**config.mk**
```make
export PLATFORM = sky130hd
export DESIGN_NAME = instr_decoder
export DESIGN_NICKNAME = d
export VERILOG_FILES = /design/src/rtl/idec_pkg.sv /design/src/rtl/idec_fields.sv /design/src/rtl/idec_rtype.sv /design/src/rtl/idec_main.sv /design/src/rtl/instr_decoder.sv
export SDC_FILE = /design/constraint.sdc
export NUM_CORES = 1
export LEC_CHECK = 0
export BUFFER_PORTS_ARGS = -buffer_cell sky130_fd_sc_hd__buf_4
export CORE_ASPECT_RATIO = 1.1
export CORE_MARGIN = 1.5
export CORE_UTILIZATION = 34
export DETAILED_ROUTE_END_ITERATION = 10
export MAX_ROUTING_LAYER = met4
export PLACE_DENSITY = 0.93
export SLEW_MARGIN = 20
export SYNTH_ARGS = -nofsm -noshare
export SYNTH_HDL_FRONTEND = slang
export SYNTH_SLANG_ARGS = --single-unit
```
**constraint.sdc**
```tcl
create_clock -name vclk -period 0.8
set_input_delay 0.04 -clock vclk [all_inputs]
set_output_delay 0.04 -clock vclk [all_outputs]
set_load 0.02 [all_outputs]
```
**src/rtl/idec_pkg.sv**
```systemverilog
// Package: shared encodings for the instruction decoder.
// Assumes a 3-bit major opcode in the top bits of the word.
package idec_pkg;

    typedef enum logic [2:0] {
        OP_REG   = 3'b000,
        OP_ADDI  = 3'b001,
        OP_JMP   = 3'b010,
        OP_JAL   = 3'b011,
        OP_LOAD  = 3'b100,
        OP_STORE = 3'b101,
        OP_BEQ   = 3'b110,
        OP_BNE   = 3'b111
    } opcode_e;

    typedef enum logic [1:0] {
        DST_RD   = 2'b00,
        DST_RT   = 2'b01,
        DST_LINK = 2'b10
    } dst_e;

    typedef enum logic [1:0] {
        BR_NONE = 2'b00,
        BR_EQ   = 2'b01,
        BR_NE   = 2'b10
    } br_e;

    typedef enum logic [1:0] {
        JMP_NONE = 2'b00,
        JMP_ABS  = 2'b01,
        JMP_REG  = 2'b10
    } jmp_e;

    typedef enum logic [1:0] {
        WB_ALU  = 2'b00,
        WB_MEM  = 2'b01,
        WB_LINK = 2'b10
    } wb_e;

    localparam int FN_W = 4;

    localparam logic [FN_W-1:0] FN_ADD    = 4'b0000;
    localparam logic [FN_W-1:0] FN_SUB    = 4'b0001;
    localparam logic [FN_W-1:0] FN_LASTOP = 4'b0111;
    localparam logic [FN_W-1:0] FN_JREG   = 4'b1000;

    // Bundle of control outputs produced by the opcode decoder.
    typedef struct packed {
        logic            reg_we;
        dst_e            dst;
        logic            alu_src;
        logic            mem_rd;
        logic            mem_wr;
        br_e             br;
        jmp_e            jmp;
        wb_e             wb;
        logic [FN_W-1:0] alu_fn;
    } ctrl_t;

endpackage

```
**src/rtl/idec_fields.sv**
```systemverilog
// Module: idec_fields
// Splits the instruction word into opcode, register indices and
// function code, and builds the two immediates.
// Assumes the opcode sits in the top OP_W bits and the indices follow it
// in the order rs, rt, rd. The function code and the offset are right-aligned.
module idec_fields #(
    parameter int WORD_W = 16,
    parameter int OP_W   = 3,
    parameter int IDX_W  = 3,
    parameter int FN_W   = 4,
    parameter int OFF_W  = 7,
    parameter int DATA_W = 16
) (
    input  logic [WORD_W-1:0] word_i,
    output logic [OP_W-1:0]   op_o,
    output logic [IDX_W-1:0]  rs_o,
    output logic [IDX_W-1:0]  rt_o,
    output logic [IDX_W-1:0]  rd_o,
    output logic [FN_W-1:0]   fn_o,
    output logic [DATA_W-1:0] imm_o,
    output logic [DATA_W-1:0] jt_o
);
    localparam int RS_HI = WORD_W - OP_W - 1;
    localparam int RT_HI = RS_HI - IDX_W;
    localparam int RD_HI = RT_HI - IDX_W;
    localparam int JT_W  = WORD_W - OP_W;

    logic [OFF_W-1:0] off_raw;
    logic [JT_W-1:0]  jt_raw;

    // Purpose: fixed-position field extraction.
    always_comb begin
        op_o    = word_i[WORD_W-1 -: OP_W];
        rs_o    = word_i[RS_HI -: IDX_W];
        rt_o    = word_i[RT_HI -: IDX_W];
        rd_o    = word_i[RD_HI -: IDX_W];
        fn_o    = word_i[FN_W-1:0];
        off_raw = word_i[OFF_W-1:0];
        jt_raw  = word_i[JT_W-1:0];
    end

    // Purpose: widen the offset with its sign bit and the target with zeros.
    always_comb begin
        imm_o = {{(DATA_W-OFF_W){off_raw[OFF_W-1]}}, off_raw};
        jt_o  = {{(DATA_W-JT_W){1'b0}}, jt_raw};
        AST_IMM_SIGN: assert (imm_o[DATA_W-1] == word_i[OFF_W-1]);
        AST_JT_POSITIVE: assert (jt_o[DATA_W-1] == 1'b0);
    end

endmodule

```
**src/rtl/idec_rtype.sv**
```systemverilog
// Module: idec_rtype
// Classifies the register-type function code. It reports whether the code
// is an ALU operation that writes rd, the register jump, or unused.
// Assumes ALU operations occupy codes 0 up to FN_LASTOP.
module idec_rtype
    import idec_pkg::*;
(
    input  logic [FN_W-1:0] fn_i,
    output logic            alu_op_o,
    output logic            jreg_o,
    output logic [FN_W-1:0] alu_fn_o
);
    // Purpose: sort the function code into operation, jump or unused.
    always_comb begin
        alu_op_o = (fn_i <= FN_LASTOP);
        jreg_o   = (fn_i == FN_JREG);
        alu_fn_o = alu_op_o ? fn_i : FN_ADD;
        AST_RTYPE_CLASS: assert (!(alu_op_o && jreg_o));
    end

endmodule

```
**src/rtl/idec_main.sv**
```systemverilog
// Module: idec_main
// Major opcode decoder. It produces the full control bundle and uses the
// register-type classification only for opcode 000.
// Assumes every output not set for an instruction stays at zero.
module idec_main
    import idec_pkg::*;
#(
    parameter int OP_W = 3
) (
    input  logic [OP_W-1:0] op_i,
    input  logic            r_alu_i,
    input  logic            r_jreg_i,
    input  logic [FN_W-1:0] r_fn_i,
    output ctrl_t           ctrl_o
);
    // Purpose: per-opcode control table with an all-zero default.
    always_comb begin
        ctrl_o         = '0;
        ctrl_o.dst     = DST_RD;
        ctrl_o.br      = BR_NONE;
        ctrl_o.jmp     = JMP_NONE;
        ctrl_o.wb      = WB_ALU;
        ctrl_o.alu_fn  = FN_ADD;
        unique case (opcode_e'(op_i))
            OP_REG: begin
                if (r_alu_i) begin
                    ctrl_o.reg_we = 1'b1;
                    ctrl_o.alu_fn = r_fn_i;
                end else if (r_jreg_i) begin
                    ctrl_o.jmp = JMP_REG;
                end
            end
            OP_ADDI: begin
                ctrl_o.reg_we  = 1'b1;
                ctrl_o.dst     = DST_RT;
                ctrl_o.alu_src = 1'b1;
            end
            OP_JMP: begin
                ctrl_o.jmp = JMP_ABS;
            end
            OP_JAL: begin
                ctrl_o.jmp    = JMP_ABS;
                ctrl_o.reg_we = 1'b1;
                ctrl_o.dst    = DST_LINK;
                ctrl_o.wb     = WB_LINK;
            end
            OP_LOAD: begin
                ctrl_o.reg_we  = 1'b1;
                ctrl_o.dst     = DST_RT;
                ctrl_o.alu_src = 1'b1;
                ctrl_o.mem_rd  = 1'b1;
                ctrl_o.wb      = WB_MEM;
            end
            OP_STORE: begin
                ctrl_o.alu_src = 1'b1;
                ctrl_o.mem_wr  = 1'b1;
            end
            OP_BEQ: begin
                ctrl_o.br     = BR_EQ;
                ctrl_o.alu_fn = FN_SUB;
            end
            OP_BNE: begin
                ctrl_o.br     = BR_NE;
                ctrl_o.alu_fn = FN_SUB;
            end
            default: ;
        endcase
        AST_MEM_EXCL: assert (!(ctrl_o.mem_rd && ctrl_o.mem_wr));
        AST_LINK_R7: assert ((ctrl_o.wb != WB_LINK) || (ctrl_o.dst == DST_LINK && ctrl_o.reg_we));
    end

endmodule

```
**src/rtl/instr_decoder.sv**
```systemverilog
// Module: instr_decoder (top)
// Combinational decode of one instruction word. It splits the word into
// fields, classifies the function code and builds the control bundle.
// Assumes the caller registers the outputs; there is no state here.
module instr_decoder
    import idec_pkg::*;
#(
    parameter int WORD_W = 16,
    parameter int IDX_W  = 3,
    parameter int OFF_W  = 7,
    parameter int DATA_W = 16
) (
    input  logic [WORD_W-1:0] instr_i,
    output logic              reg_we_o,
    output logic [1:0]        dst_sel_o,
    output logic              alu_src_o,
    output logic              mem_rd_o,
    output logic              mem_wr_o,
    output logic [1:0]        br_kind_o,
    output logic [1:0]        jmp_kind_o,
    output logic [1:0]        wb_sel_o,
    output logic [FN_W-1:0]   alu_fn_o,
    output logic [IDX_W-1:0]  rs_o,
    output logic [IDX_W-1:0]  rt_o,
    output logic [IDX_W-1:0]  rd_o,
    output logic [DATA_W-1:0] imm_o,
    output logic [DATA_W-1:0] jtarget_o
);
    localparam int OP_W = 3;

    logic [OP_W-1:0] op;
    logic [FN_W-1:0] fn;
    logic            r_alu;
    logic            r_jreg;
    logic [FN_W-1:0] r_fn;
    ctrl_t           ctrl;

    idec_fields #(
        .WORD_W (WORD_W),
        .OP_W   (OP_W),
        .IDX_W  (IDX_W),
        .FN_W   (FN_W),
        .OFF_W  (OFF_W),
        .DATA_W (DATA_W)
    ) u_fields (
        .word_i (instr_i),
        .op_o   (op),
        .rs_o   (rs_o),
        .rt_o   (rt_o),
        .rd_o   (rd_o),
        .fn_o   (fn),
        .imm_o  (imm_o),
        .jt_o   (jtarget_o)
    );

    idec_rtype u_rtype (
        .fn_i     (fn),
        .alu_op_o (r_alu),
        .jreg_o   (r_jreg),
        .alu_fn_o (r_fn)
    );

    idec_main #(
        .OP_W (OP_W)
    ) u_main (
        .op_i     (op),
        .r_alu_i  (r_alu),
        .r_jreg_i (r_jreg),
        .r_fn_i   (r_fn),
        .ctrl_o   (ctrl)
    );

    // Purpose: flatten the control bundle onto plain ports.
    always_comb begin
        reg_we_o   = ctrl.reg_we;
        dst_sel_o  = ctrl.dst;
        alu_src_o  = ctrl.alu_src;
        mem_rd_o   = ctrl.mem_rd;
        mem_wr_o   = ctrl.mem_wr;
        br_kind_o  = ctrl.br;
        jmp_kind_o = ctrl.jmp;
        wb_sel_o   = ctrl.wb;
        alu_fn_o   = ctrl.alu_fn;
    end

    // Purpose: cross-block consistency of the decoded controls.
    always_comb begin
        AST_JR_NO_WRITE: assert ((jmp_kind_o != JMP_REG) || !reg_we_o);
        AST_BRANCH_NOT_JUMP: assert ((br_kind_o == BR_NONE) || (jmp_kind_o == JMP_NONE));
        AST_MEM_USES_IMM: assert (!(mem_rd_o || mem_wr_o) || alu_src_o);
        AST_STORE_NO_WRITE: assert (!mem_wr_o || !reg_we_o);
    end

endmodule

```
; Word level (Yosys, flattened, before mapping)
; Index checks and enable logic that the tools add are counted.
[op_classes]
magnitude_cmp = 1
n_eq_ne = 8
n_mux = 13
reduce_logical = 6
[op_table]
columns = op, count
row1 = $pmux 2 s2, 4
row2 = $eq 3x3->1 const B, 4
row3 = $pmux 4 s2, 1
row4 = $eq 3x2->1 const B, 2
row5 = $reduce_or 2->1, 3
row6 = $reduce_or 3->1, 2
row7 = $eq 4x4->1 const B, 1
row8 = $le 4x3->1 const B, 1
row9 = $mux 1, 4
row10 = $mux 2, 2
row11 = $mux 4, 1
row12 = $eq 3x1->1 const B, 1
row13 = $logic_not 3->1, 1
row14 = $pmux 1 s2, 1
[word_totals]
regBits = 0
inputBits = 16
output_inout_bits = 57
wordCells = 28

; Depth between registers and ports, before layout
; Gate-level depths: netlist of the first run.
[depth]
word_depth = 4
depth_mapped = 4
mapped_depth_nobuf = 2

; By module
; A second synthesis of the first run with hierarchy kept.
[hier_totals]
cells_unflattened = 81
area_unflattened_um2 = 611.8
[by_module_without_submodules]
columns = mod, instances, cells_per_inst, area_per_inst_um2, seq_area_each_um2
row1 = idec_fields, 1, 49, 364.1, 0.0
row2 = idec_main, 1, 25, 195.2, 0.0
row3 = idec_rtype, 1, 7, 52.6, 0.0

; Worst setup path before layout of the first run
; Ideal clock, no wire load.
[synth_timing]
path_kind = in2out
start = input instr_i[15]
end = output reg_we_o
t_arrival_ns = 0.777
required_ns = 0.760
slack_ns = -0.017
path_stages = 3
n_path_buf = 1
path_cell_list = buf_4 -> nor2b_1 -> o31ai_1
[synth_via]
elab_chain_len = 3
[synth_rtl]
columns = element, line_no
row1 = start: declaration, instr_decoder.sv:13  ; input logic [WORD_W-1:0] instr_i,
row2 = "$eq 3x1->1, or another cell as far along", idec_main.sv:24  ; unique case (opcode_e'(op_i))
row3 = $reduce_or 3->1 (no line), n/a
row4 = $pmux 1 s2 (*), idec_main.sv:24
row5 = end: declaration, instr_decoder.sv:14  ; output logic reg_we_o,
; Every way passes the cells marked *; elsewhere a longest branch is shown, timed or not.

; Worst setup path in the final report of the first run
[layout_timing]
start = input instr_i[3]
end = output alu_fn_o[0]
[layout_via]
elab_chain_len = 3
[layout_rtl]
columns = element, line_no
row1 = $le 4x3->1, idec_rtype.sv:15  ; alu_op_o = (fn_i <= FN_LASTOP);
row2 = $mux 4, idec_main.sv:26  ; if (r_alu_i) begin
row3 = $pmux 4 s2, idec_main.sv:24
row4 = end: declaration, instr_decoder.sv:22  ; output logic [FN_W-1:0] alu_fn_o,
; Every way passes these cells.

==> flow_summary.ini, run 1 <==
[run_status]
status = finished clean

[finish]
finalCoreUtilization_pct = 35.6
seqCellArea_sq_um = 0
final_nets = 80
area_growth_pct = -3.23
drive_gt1_share_pct = 64.5
antenna_cells = 0
num-fill-cells = 149
layout_common_cells = buf_4 (29), nor2_1 (5), and2_1 (4), conb_1 (4), buf_6 (4)
seq_cells = 0
multi_input_area_sq_um = 169
layout.cells.most_common = buf_4
n_clock_buffer = 0

[yosys]
synth.distinct_cells = 16
synthMuxAreaShare_pct = 0
synth_adder_area_share_pct = 0
syn_area_sq_um = 503
synth_xor_area_share_pct = 0
postSynthAreaPerCell_sq_um = 7.19
synth-compound-area-share_pct = 4.23
yosys_warnings = 0
synth_top_family_by_area = buffers and inverters
ys_seq_area_share_pct = 0
synthCells = 70
synthSimpleGateAreaFrac_pct = 24.9

[placed_design]
io_buffers = 30
place_congestion = 0.563
hpwl_um = 667

[drt]
postRouteAntennaNets = 0
drt_first_pass_iters = 1
drc = 0
viasPerCell = 4.05
num_vias = 316
wl_um = 793
drt_iter0_drc = 0
wire_per_inst_um = 10.2

[timing]
grt_setup_unrepaired = true
hold_viol_final = 0
whs_ps = 80.0
fmax_ghz = 1.28
finalCritPeriodShare_pct = 97.5
drv_slew = 0
setup_violations = 0
layout_min_cycle_time_ps = 780

[die]
core_region_area_sq_um = 1370
initial_utilization_pct = 36.8
fp.dieH_um = 43.3
ioPinCount = 73
die_area_sq_um = 1720
rows = 14
dieWidth_um = 39.7

[worst_setup_path]
start_kind = input port
crit_fanout = 3
slowest_delay_ps = 300
worstSetupPathType = input port to output port
path_delay_family = simple AND/OR/NAND/NOR gates
crit_path_cell_trace = buf_8 > nor4_4 > a22o_1 > buf_6
arrival_ps = 740
worstSetupEndpointType = output port
slowest_stage = nor4_4
cp.required_ps = 760
critPathBufInv = 2

[grt]
grt_max_degree = 13
antenna_found_initial = 0
grt_usage_pct = 9.05
grt_pass1_vias = 259
overflow = 0
grt_pass1_wl_um = 1150

[flow_run]
max_cap_violations = 0

[power]
p_sw_share_pct = 53.0
power_density_nw_per_um2 = 624
internal_power_mw = 0.143
sequentialPowerShare_pct = 0
power_frac_comb_pct = 100.0
p_leak_nw = 0.264
clockPowerShare_pct = 0
vdd_drop_max_mv = 0.183
p_sw_mw = 0.161

[worst_hold_path]
min_path_type = input port to output port
## area by class of cell
type | instances | share of cell area (%)
Timing Repair Buffer | 35 | 61.2
Multi-Input combinational cell | 27 | 34.7
Tap cell | 16 | 4.11
## cell usage after synthesis (all sizes together)
| library cell | number | area [sq um] |
|---|---|---|
| a21oi | 1 | 5.00 |
| a22o | 1 | 8.76 |
| and2 | 5 | 31.3 |
| and2b | 1 | 8.76 |
| and3 | 2 | 13.8 |
| buf | 46 | 353 |
| conb | 1 | 3.75 |
| nand2 | 2 | 7.51 |
| nand2b | 2 | 12.5 |
| nor2 | 5 | 18.8 |
| nor2b | 1 | 6.26 |
| nor3 | 1 | 5.00 |
| nor4 | 1 | 21.3 |
| o31ai | 1 | 7.51 |
## worst paths after layout
path              startpoint          end  slack (ps)  depth (start not counted)
hold / removal    instr_i[5]     imm_o[5]          80                          0
setup / recovery  instr_i[3]  alu_fn_o[0]          20                          4
## kinds of logic (layout without fill, tap and decap cells)
logic type / count (synthesis) / after routing
other cells: 1 / 4
buf+inv: 46 / 35
compound gates: 3 / 3
simple gates: 20 / 20
## stage by stage
step | TNS [ps] | std cells | total power, mW | worst slack [ps] | cell area (sq um)
floorplan | 0 | 73 | 0.424 | 52.4 | 519
global placement | -14.4 | 77 | 0.279 | -14.4 | 442
detailed placement | -89.1 | 77 | 0.285 | -33.1 | 442
CTS | -11.6 | 78 | 0.302 | -6.44 | 473
global route | -55.6 | 78 | 0.324 | -34.2 | 487
finish | 0 | 78 | 0.304 | 19.9 | 487
## power by group through the flow
stage	clock network [mW]	logic, mW	registers, mW
2_1_floorplan	0	0.424	0
3_3_place_gp	0	0.279	0
3_5_place_dp	0	0.285	0
4_1_cts	0	0.302	0
5_1_grt	0	0.324	0
6_report	0	0.304	0
## routing by layer
| layer | part of all wire, % | up-vias | GRT usage (%) |
|---|---|---|---|
| met1 | 29 | 142 | 9.49 |
| li1 | - | 155 | - |
| met2 | 60 | 17 | 16.7 |
| met5 | 0 | - | - |
| met4 | 0.50 | 0 | 2.07 |
| met3 | 11 | 2 | 1.54 |
## what timing repair did
action                     4_1_cts  5_1_grt
pin swaps                        3        2
resized for setup                6        4
setup endpoints to repair        3        5
hold buffers                     0        0
buffers inserted                 1        0
gates cloned                     0        0
No activity file was read; power rests on OpenSTA's default activity.
==> inputs of run 2 (changes only) <==
--- a/config.mk
+++ b/config.mk
@@ -12,6 +12,7 @@
 export DETAILED_ROUTE_END_ITERATION = 10
 export MAX_ROUTING_LAYER = met4
 export PLACE_DENSITY = 0.93
+export RECOVER_POWER = 100
 export SLEW_MARGIN = 20
 export SYNTH_ARGS = -nofsm -noshare
 export SYNTH_HDL_FRONTEND = slang
==> flow_summary.ini, run 2 (synthesis results as in run 1) <==
[run_status]
status = finished clean

[finish]
n_clock_buffer = 0
stdcell_count = 78
drive_gt1_share_pct = 50.0
num-fill-cells = 170
area_growth_pct = -13.4
final_nets = 80
multi_input_area_sq_um = 169
seqCellArea_sq_um = 0
finalCoreUtilization_pct = 31.9
seq_cells = 0
final_cell_area_sq_um = 435
layout_common_cells = buf_4 (13), clkbuf_1 (9), clkbuf_2 (6)
antenna_cells = 0
layout.cells.most_common = buf_4

[timing]
hold_viol_final = 0
finalSetupTns_ps = 0
grt_setup_unrepaired = true
fmax_ghz = 1.28
finalCritPeriodShare_pct = 97.5
setup_violations = 0
setup_ws_ps = 20.3
layout_min_cycle_time_ps = 780
drv_slew = 0

[worst_hold_path]
min_path_type = input port to output port

[worst_setup_path]
arrival_ps = 740
worstSetupEndpointType = output port
crit_fanout = 3
start_kind = input port
cp.required_ps = 760
worstSetupPathType = input port to output port

[placed_design]
io_buffers = 30
dp_slack_ps = -33.1
place_congestion = 0.563
place_inst = 77
hpwl_um = 667
postPlaceCellArea_sq_um = 442

[power]
vdd_drop_max_mv = 0.170
p_leak_nw = 0.226
power_density_nw_per_um2 = 628

[drt]
wire_per_inst_um = 10.2
drc = 0
viasPerCell = 4.09
drt_first_pass_iters = 1
num_vias = 319
wl_um = 797
postRouteAntennaNets = 0
drt_iter0_drc = 0

[grt]
grt_max_degree = 13
grt_usage_pct = 9.05
grt_pass1_wl_um = 1150
overflow = 0
grt_pass1_vias = 259
antenna_found_initial = 0

[die]
fp.dieH_um = 43.3
dieWidth_um = 39.7
die_area_sq_um = 1720
initial_utilization_pct = 36.8
core_region_area_sq_um = 1370
rows = 14
ioPinCount = 73

[clock_tree]
cts_hold_buf = 0

[flow_run]
max_cap_violations = 0
==> run 2: cell type report <==
type | count | share of cell area [%]
well taps | 16 | 4.60
multi-input cells | 27 | 38.8
repair buffers | 35 | 56.6
==> run 2: worst paths after layout <==
kind / from / endpoint / slack, ps / depth (start not counted)
setup / recovery: instr_i[3] / alu_fn_o[0] / 20 / 4
hold / removal: instr_i[5] / imm_o[5] / 80 / 0
==> run 2: repair_timing <==
item                       in CTS  in global routing
setup endpoints to repair       3                  5
setup buffers                   1                  0
resized for setup               6                  4
hold endpoints to repair        0                  0
pin swaps                       3                  2
==> run 2: metrics by stage <==
stage	hold WS, ps	total power [mW]
after floorplan	193	0.424
after global placement	80.2	0.279
after detailed placement	80.2	0.285
after CTS	80.2	0.302
after global routing	80.0	0.295
final	80.0	0.273
==> run 2: power by group <==
part           internal, mW  switching (mW)  leakage (nW)
logic                 0.113           0.160         0.226
registers                 0               0             0
clock network             0               0             0
total                 0.113           0.160         0.226
==> run 2: critical path: stages <==
cell and delay [ps]:
buf_8 100, nor4_4 300, a22o_1 180, buf_6 120
==> run 2: layer usage <==
metal / routed length [um] / track usage (%)
met5: 0 / -
met4: 4 / 2.07
met3: 93 / 1.54
met2: 471 / 16.7
met1: 228 / 9.49
